**src/rtl/vexp_pkg.sv**
```systemverilog
package vexp_pkg;
  localparam int BYTE_W = 8;
  localparam int REG_W  = 4;
  localparam int MAP_W  = 5;

  typedef enum logic [1:0] {
    PFX_NONE  = 2'd0,
    PFX_SHORT = 2'd2,
    PFX_LONG  = 2'd3
  } pfx_kind_e;

  typedef struct packed {
    logic             r;
    logic             x;
    logic             b;
    logic [MAP_W-1:0] map;
    logic             w;
    logic [REG_W-1:0] vreg;
    logic             l;
    logic [1:0]       pp;
  } vexp_fields_t;
endpackage

```
**src/rtl/vexp_field_decode.sv**
```systemverilog
module vexp_field_decode
  import vexp_pkg::*;
#(
  parameter logic [BYTE_W-1:0] ESC_SHORT = 8'hC5,
  parameter logic [BYTE_W-1:0] ESC_LONG  = 8'hC4
) (
  input  logic [BYTE_W-1:0] b0,
  input  logic [BYTE_W-1:0] b1,
  input  logic [BYTE_W-1:0] b2,
  output pfx_kind_e         kind,
  output vexp_fields_t      fields
);
  localparam int VREG_LSB = 3;

  logic [REG_W-1:0] vreg_raw;

  always_comb begin
    kind = PFX_NONE;
    if (b0 == ESC_LONG)       kind = PFX_LONG;
    else if (b0 == ESC_SHORT) kind = PFX_SHORT;
  end

  // The byte that carries vvvv/L/pp: b1 for the short form, b2 for the long one.
  always_comb begin
    vreg_raw = (kind == PFX_LONG) ? b2[VREG_LSB +: REG_W] : b1[VREG_LSB +: REG_W];
  end

  always_comb begin
    fields = '0;
    unique case (kind)
      PFX_SHORT: begin
        fields.r    = ~b1[7];
        fields.map  = MAP_W'(1);
        fields.vreg = ~vreg_raw;
        fields.l    = b1[2];
        fields.pp   = b1[1:0];
      end
      PFX_LONG: begin
        fields.r    = ~b1[7];
        fields.x    = ~b1[6];
        fields.b    = ~b1[5];
        fields.map  = b1[MAP_W-1:0];
        fields.w    = b2[7];
        fields.vreg = ~vreg_raw;
        fields.l    = b2[2];
        fields.pp   = b2[1:0];
      end
      default: fields = '0;
    endcase
  end
endmodule

```
**src/rtl/vexp_fault_check.sv**
```systemverilog
module vexp_fault_check
  import vexp_pkg::*;
#(
  parameter int MAP_LAST = 3
) (
  input  pfx_kind_e        kind,
  input  logic [MAP_W-1:0] map,
  input  logic             pre_66,
  input  logic             pre_rep,
  input  logic             pre_lock,
  input  logic             pre_rex,
  output logic             ud
);
  logic any_prior;
  logic map_bad;

  always_comb begin
    any_prior = pre_66 | pre_rep | pre_lock | pre_rex;
    map_bad   = (map == '0) || (int'(map) > MAP_LAST);
    ud        = 1'b0;
    if (kind != PFX_NONE) ud = any_prior;
    if (kind == PFX_LONG) ud = ud | map_bad;
  end
endmodule

```
**src/rtl/vexp_parser.sv**
```systemverilog
module vexp_parser
  import vexp_pkg::*;
#(
  parameter logic [7:0] ESC_SHORT = 8'hC5,
  parameter logic [7:0] ESC_LONG  = 8'hC4,
  parameter int         MAP_LAST  = 3
) (
  input  logic       clk,
  input  logic       rst,
  input  logic       in_valid,
  input  logic [7:0] in_b0,
  input  logic [7:0] in_b1,
  input  logic [7:0] in_b2,
  input  logic       pre_66,
  input  logic       pre_rep,
  input  logic       pre_lock,
  input  logic       pre_rex,
  output logic       out_valid,
  output logic [1:0] out_plen,
  output logic       out_r,
  output logic       out_x,
  output logic       out_b,
  output logic [4:0] out_map,
  output logic       out_w,
  output logic [3:0] out_vreg,
  output logic       out_l,
  output logic [1:0] out_pp,
  output logic       out_ud
);
  pfx_kind_e    dec_kind;
  vexp_fields_t dec_fields;
  logic         dec_ud;

  logic         valid_q;
  logic [1:0]   plen_q;
  vexp_fields_t fields_q;
  logic         ud_q;

  vexp_field_decode #(
    .ESC_SHORT(ESC_SHORT),
    .ESC_LONG (ESC_LONG)
  ) i_decode (
    .b0    (in_b0),
    .b1    (in_b1),
    .b2    (in_b2),
    .kind  (dec_kind),
    .fields(dec_fields)
  );

  vexp_fault_check #(
    .MAP_LAST(MAP_LAST)
  ) i_fault (
    .kind    (dec_kind),
    .map     (dec_fields.map),
    .pre_66  (pre_66),
    .pre_rep (pre_rep),
    .pre_lock(pre_lock),
    .pre_rex (pre_rex),
    .ud      (dec_ud)
  );

  always_ff @(posedge clk) begin
    if (rst) begin
      valid_q  <= 1'b0;
      plen_q   <= 2'd0;
      fields_q <= '0;
      ud_q     <= 1'b0;
    end else begin
      valid_q <= in_valid;
      if (in_valid) begin
        plen_q   <= 2'(dec_kind);
        fields_q <= dec_fields;
        ud_q     <= dec_ud;
      end
    end
  end

  assign out_valid = valid_q;
  assign out_plen  = plen_q;
  assign out_r     = fields_q.r;
  assign out_x     = fields_q.x;
  assign out_b     = fields_q.b;
  assign out_map   = fields_q.map;
  assign out_w     = fields_q.w;
  assign out_vreg  = fields_q.vreg;
  assign out_l     = fields_q.l;
  assign out_pp    = fields_q.pp;
  assign out_ud    = ud_q;
endmodule

```
**config.mk**
```make
export PLATFORM = sky130hd
export DESIGN_NAME = vexp_parser
export DESIGN_NICKNAME = d
export VERILOG_FILES = /design/src/rtl/vexp_pkg.sv /design/src/rtl/vexp_field_decode.sv /design/src/rtl/vexp_fault_check.sv /design/src/rtl/vexp_parser.sv
export SDC_FILE = /design/constraint.sdc
export NUM_CORES = 1
export LEC_CHECK = 0
export ABC_AREA = 1
export BUFFER_PORTS_ARGS = -buffer_cell sky130_fd_sc_hd__buf_2
export CELL_PAD_IN_SITES_DETAIL_PLACEMENT = 0
export CELL_PAD_IN_SITES_GLOBAL_PLACEMENT = 1
export CORE_MARGIN = 4
export CORE_UTILIZATION = 31
export CTS_CLUSTER_DIAMETER = 100
export CTS_CLUSTER_SIZE = 14
export DETAILED_ROUTE_END_ITERATION = 6
export PLACE_DENSITY = 0.93
export SETUP_SLACK_MARGIN = 0.02
export SLEW_MARGIN = 10
export SYNTH_ARGS = -nofsm -noshare
export SYNTH_HDL_FRONTEND = slang
export SYNTH_SLANG_ARGS = --single-unit
```
**constraint.sdc**
```tcl
create_clock -name clk -period 2.35 [get_ports clk]
set_input_delay 0.47 -clock clk [delete_from_list [all_inputs] [get_ports clk]]
set_output_delay 0.47 -clock clk [all_outputs]
set_load 0.02 [all_outputs]
```
==> impl_metrics.toml, run 1 <==
[die]
dieWidth_um = 62.4
dieArea_mm2 = 0.00390
design.core.area_mm2 = 0.00281
die_h_um = 62.4
io_pins = 51
start_util = 0.327
row_count = 19

[global_routing]
grt_max_degree = 22
grt_overflow = 0
grt_util_met2 = 0.240
grtUsageTotal = 0.129
grt.met1_usage = 0.145
grt_pass1_vias = 934
grt_antenna_before_repair = 0
grt_pass1_wl_mm = 4.20
grt.busiest_layer = "met2"
grt_util_met3 = 0.0504

[cts]
cts.reportedPaths.clkPinSlew_ps = 110
insertion_delay_ps = 290
clock_path_buffers = 2
clock-sinks = 20
root_buffer = "clkbuf_4"
post_cts_resized = 0
cts_setup_buffers = 0
cts_tree = "done"
numCtsBuffers = 3
htreeDepth = 1
hold_buffers = 0

[critical_path]
cp-end-kind = "register"
path_cells = "buf_2 > inv_1 > nor2_1 > inv_1 > o21ai_0"
r2r_slack_ps = 1560
slowest_stage = "inv_1"
r2r-end = "out_l"
cpLargestDelayFamily = "buffers and inverters"
worstPathRequired_ps = 2530
path_class = "input port to register"
crit_fanout = 21
crit_top_cell = "inv_1"
slowest_delay_ps = 460
cp_num_buf_inv = 3
crit_arrival_ps = 1480
r2r_start = "out_l"
cp-start-kind = "input port"
reg2reg_depth = 3

[finish]
diodes = 0
areaGrowthSynthToFinish_pct = 33.7
regArea_um2 = 400
multiInputGateArea_um2 = 437
layout-drive-gt1-share = 0.379
final_nets = 206
fill_cells = 294

[timing]
period_needed_ps = 1290
hold_viol_final = 0
finClkSkew_ps = 0
setup_ws_ps = 1060
worst_pin_slew_ps = 618
tns_ps = 0
grt_setup_unrepaired = "false"
setup-violations-final = 0
finalMaxSlewViolations = 0
min_period_over_period = 0.551
fmax_mhz = 772
max_slew_margin = 0.587

[placement]
hpwl_mm = 1.99
portBuffers = 50
dp_slack_ps = 718
place.gp.congestion = 0.754

[logic_synthesis]
synthFlopType = "dfxtp_1"
yosysTopAreaCellShare = 0.436
syn_area_per_cell_um2 = 7.47
synthArstFlopShare = 0
syn_nets = 154
synthTopCellsByArea = "dfxtp_1 (44%), nand2_1 (13%), a21oi_1 (6.5%)"
synth_common_cells = "nand2_1 (31), dfxtp_1 (20), inv_1 (16)"
ys_seq_area_frac = 0.436
synth_cells = 123
ys_types = 26
ys.warnings.count = 0
yosys.area.top_type = "dfxtp_1"
synth_edf_count = 0
synth-seq-cells = 20
synth_most_common_cell = "nand2_1"
syn-cell-area_um2 = 918

[drt]
wire_per_inst_um = 12.0
route.detailed.drc = 0
finalWirelength_mm = 2.45
vias_per_cell = 4.77
first_pass_iters = 4
num_vias = 977
drt_iter0_markers = 30
ant_nets = 0

[pwr]
max-vdd-ir-drop_uv = 319
powerDensity_mw_per_mm2 = 487
leakage_nw = 0.628

[min_path]
min-delay-start = "in_b1[7]"
hold_end = "out_r"
hold_class = "input port to register"
worstHoldPathCells = 4

[outcome]
outcome = "finished, final reports clean"

[flow_run]
maxCapViolCount = 0
-- per-stage QoR --
| step | hold slack, ps | instances | utilization | instance area (µm²) | power (mW) |
|---|---|---|---|---|---|
| 3_5_place_dp | 459 | 201 | 0.425 | 1190 | 0.411 |
| 3_3_place_gp | 454 | 201 | 0.425 | 1190 | 0.409 |
| 2_1_floorplan | 534 | 123 | - | 918 | 0.378 |
| 4_1_cts | 413 | 205 | 0.438 | 1230 | 0.613 |
| 5_1_grt | 411 | 205 | 0.438 | 1230 | 0.636 |
| 6_report | 421 | 205 | 0.438 | 1230 | 0.597 |
-- power by group --
part	leakage, nW	internal [mW]	switching (mW)	total [mW]
Clock	0.0210	0.0944	0.100	0.195
Sequential	0.161	0.340	0.000570	0.341
Combinational	0.445	0.0254	0.0363	0.0617
Total	0.628	0.460	0.137	0.597
-- how the worst max path moves through the flow --
stage | cells past startpoint | end | startpoint
after detailed placement | 5 | out_map[1] | in_valid
after floorplan | 8 | out_plen[1] | in_b0[4]
after global placement | 5 | out_map[3] | in_valid
final | 5 | out_map[1] | in_valid
after CTS | 1 | out_map[1] | out_map[1]
after global routing | 5 | out_map[4] | in_valid
-- registers in the layout, indices dropped and copies added (netlist names) --
signal	flops
out_vreg	4
out_ud	1
out_w	1
out_valid	1
out_plen	2
out_pp	2
out_b	1
out_r	1
out_x	1
out_map	5
out_l	1
-- cells by family after synthesis --
logic type	synth area share
buffers and inverters	0.0885
AO/OA/AOI/OAI	0.170
AND/OR/NAND/NOR	0.305
flip-flops	0.436
-- cells in the final DEF, fill, tap and decap left out --
cell type,count
nor2_4,1
nor2_8,1
inv_1,16
a21oi_2,1
nand4_1,2
o22ai_1,1
nor2_1,4
dfxtp_1,20
nand3_1,9
o21ai_0,2
o31ai_1,2
clkbuf_8,1
nand2_2,5
or2_1,1
clkinv_2,1
o211ai_1,4
buf_2,50
a21oi_1,12
nor2_2,1
clkbuf_4,3
a31oi_1,1
nand3_2,1
or2_2,1
o21ai_1,1
nand2_1,31
a21boi_0,2
-- worst reg2reg max path: cells and delay by family (launching register included) --
kind | cells | cell delay (ps)
AO/OA/AOI/OAI | 2 | 290
flip-flops | 1 | 330
AND/OR/NAND/NOR | 1 | 60
-- routing by layer --
layer | share of wire | vias to the layer above | wire, µm
li1 | - | 505 | -
met1 | 0.42 | 434 | 1020
met2 | 0.51 | 38 | 1240
met3 | 0.077 | 0 | 188
met4 | 0 | 0 | 0
met5 | 0 | - | 0
-- layout make-up --
type                            count  area share
Clock buffer                        4      0.0296
Inverter                           17      0.0530
Multi-Input combinational cell     83       0.356
Sequential cell                    20       0.326
Tap cell                           31      0.0316
Timing Repair Buffer               50       0.204
Note: power is estimated with default switching activity, not from simulation.
==> run 2, diff against run 1 <==
Settings changed: ABC_AREA 1 to 0, CORE_UTILIZATION 31 to 27, PLACE_DENSITY 0.93 to 0.85.
Clock period 2.35 ns to 1.1 ns, I/O delays scaled along.
==> run 2 against run 1 <==
  * Sequential cell count is the same
  * Clock skew unchanged
  * Total power grew 120%
  * Clock power increased by 110%
  * Combinational power grew to 2.7 times the previous value
  * Sequential power rose by 110%
  * Setup slack lost 990 ps
  * Synthesized cell count decreased by 22%
  * Largest power group unchanged
  * Count of clock-buffer cells in the layout unchanged
  * Final cell count down 3.9%
  * Register-to-register slack got worse by 1100 ps
==> impl_metrics.toml, run 2 <==
[global_routing]
grt_max_degree = 21
grt_util_met2 = 0.188
grt.busiest_layer = "met2"
grt_pass1_wl_mm = 3.77
grt_util_met3 = 0.0291
grt_pass1_vias = 847
grtUsageTotal = 0.111
grt_overflow = 0
grt.met1_usage = 0.135
grt_antenna_before_repair = 0

[timing]
setup-violations-final = 0
hold_viol_final = 0
grt_setup_unrepaired = "false"
fmax_mhz = 970
finalMaxSlewViolations = 0
max_slew_margin = 0.860
worst_pin_slew_ps = 208
period_needed_ps = 1030
finClkSkew_ps = 0
setup_ws_ps = 68.8
fin_hold_ws_ps = 183
min_period_over_period = 0.937
tns_ps = 0

[pwr]
leakage_nw = 0.592
p_total_mw = 1.31
powerDensity_mw_per_mm2 = 1030
max-vdd-ir-drop_uv = 311

[drt]
vias_per_cell = 4.46
finalWirelength_mm = 2.28
wire_per_inst_um = 11.5
route.detailed.drc = 0
num_vias = 879
first_pass_iters = 5
ant_nets = 0
drt_iter0_markers = 46

[logic_synthesis]
synthArstFlopShare = 0
synth_common_cells = "dfxtp_1 (20), nand2_1 (11), nor2_1 (11)"
ys_types = 24
synth_fa_ha_area_frac = 0
yosysTopAreaCellShare = 0.453
ys_seq_area_frac = 0.453
synth_cells = 96
synth_edf_count = 0
syn-cell-area_um2 = 885
ys.warnings.count = 0
synthXorXnorAreaFrac = 0
synth_most_common_cell = "dfxtp_1"
synth-compound-area-share = 0.167
syn_nets = 127
muxShareOfSynthArea = 0.0835
synthFlopType = "dfxtp_1"
yosys.area.top_type = "dfxtp_1"
yosys.area_share.simple = 0.204
synthTopCellsByArea = "dfxtp_1 (45%), a32oi_1 (7.9%), a21oi_1 (5.7%)"
synth-seq-cells = 20
syn_area_per_cell_um2 = 9.21
synth_top_family_by_area = "simple AND/OR/NAND/NOR gates"

[outcome]
outcome = "finished, final reports clean"

[die]
io_pins = 51
dieArea_mm2 = 0.00426
dieWidth_um = 65.2
design.core.area_mm2 = 0.00310
die_h_um = 65.2
row_count = 20
start_util = 0.285

[critical_path]
r2r-end = "out_pp[1]"
path_class = "register to output pin"
slowest_delay_ps = 350
cp-start-kind = "register"
r2r_start = "out_pp[1]"
worstPathRequired_ps = 880
cp-end-kind = "output pin"
slowest_stage = "dfxtp_1"
cp_num_buf_inv = 1
crit_arrival_ps = 810
r2r_slack_ps = 470
path_cells = "buf_2"
cpLargestDelayFamily = "flip-flops"
crit_fanout = 2
reg2reg_depth = 2

[finish]
final_cell_mix = "buf_2 (45), dfxtp_1 (20), buf_4 (16)"
final_cells = 197
design_area_mm2 = 0.00127
layout-drive-gt1-share = 0.458
diodes = 0
areaGrowthSynthToFinish_pct = 43.6
final_nets = 185
finalCoreUtilization = 0.409
final_common_cell = "buf_2"
largest_register_ffs = 5

[cts]
htreeDepth = 1
numCtsBuffers = 3
clock_path_buffers = 2
root_buffer = "clkbuf_4"
hold_buffers = 0
clock-sinks = 20
insertion_delay_ps = 290
cts_tree = "done"
cts.reportedPaths.clkPinSlew_ps = 110

[min_path]
worstHoldPathCells = 3
min-delay-start = "in_b1[7]"
hold_end = "out_r"
hold_class = "input port to register"

[placement]
dp_slack_ps = -101
dp_cells = 193
hpwl_mm = 1.89
portBuffers = 50
placed_cell_area_mm2 = 0.00122
place.gp.congestion = 0.754

[flow_run]
maxCapViolCount = 0
## run 2: changes by cell type after synthesis, moves of 3 or more
cell	change
a32oi_1	+8
buf_6	+3
clkbuf_1	+3
inv_1	-14
mux2i_1	+4
nand2_1	-20
nand2_2	-5
nand3_1	-6
nand4_1	+3
nor2_1	+7
o211ai_1	-3
## run 2: layer usage
| metal | wire [µm] | vias up |
|---|---|---|
| li1 | - | 462 |
| met1 | 995 | 390 |
| met2 | 1090 | 25 |
| met3 | 176 | 2 |
| met4 | 8 | 0 |
| met5 | 0 | - |
## run 2: repair_timing
item	CTS	global route
buffers inserted	0	0
gates resized for setup	0	5
setup endpoints to repair	0	5
## run 2: report_power, final
part | internal [mW] | switching [mW]
registers | 0.727 | 0.000761
logic | 0.0878 | 0.0805
clock network | 0.201 | 0.217
total | 1.02 | 0.298
## run 2: how the worst max path moves through the flow
stage | startpoint | slack, ps | cells after the start | endpoint
after global routing | out_ud | 20 | 1 | out_ud
after global placement | pre_rep | -100 | 4 | out_ud
after detailed placement | pre_rep | -100 | 4 | out_ud
final | out_x | 70 | 1 | out_x
after floorplan | pre_rep | 10 | 3 | out_ud
after CTS | out_pp[1] | 40 | 1 | out_pp[1]
## run 2: cell type report
cell class,count,area (µm²)
fillers,348,1830
multi-input cells,64,402
flip-flops and latches,20,400
repair buffers,62,365
well taps,44,55.1
clock buffers,4,36.3
inverters,3,11.3
## run 2: kinds of logic (layout without fill, tap and decap cells)
kind of cell,after synthesis,after routing
simple gates,36,36
compound gates,21,21
flops,20,20
buf+inv,12,69
mux,7,7
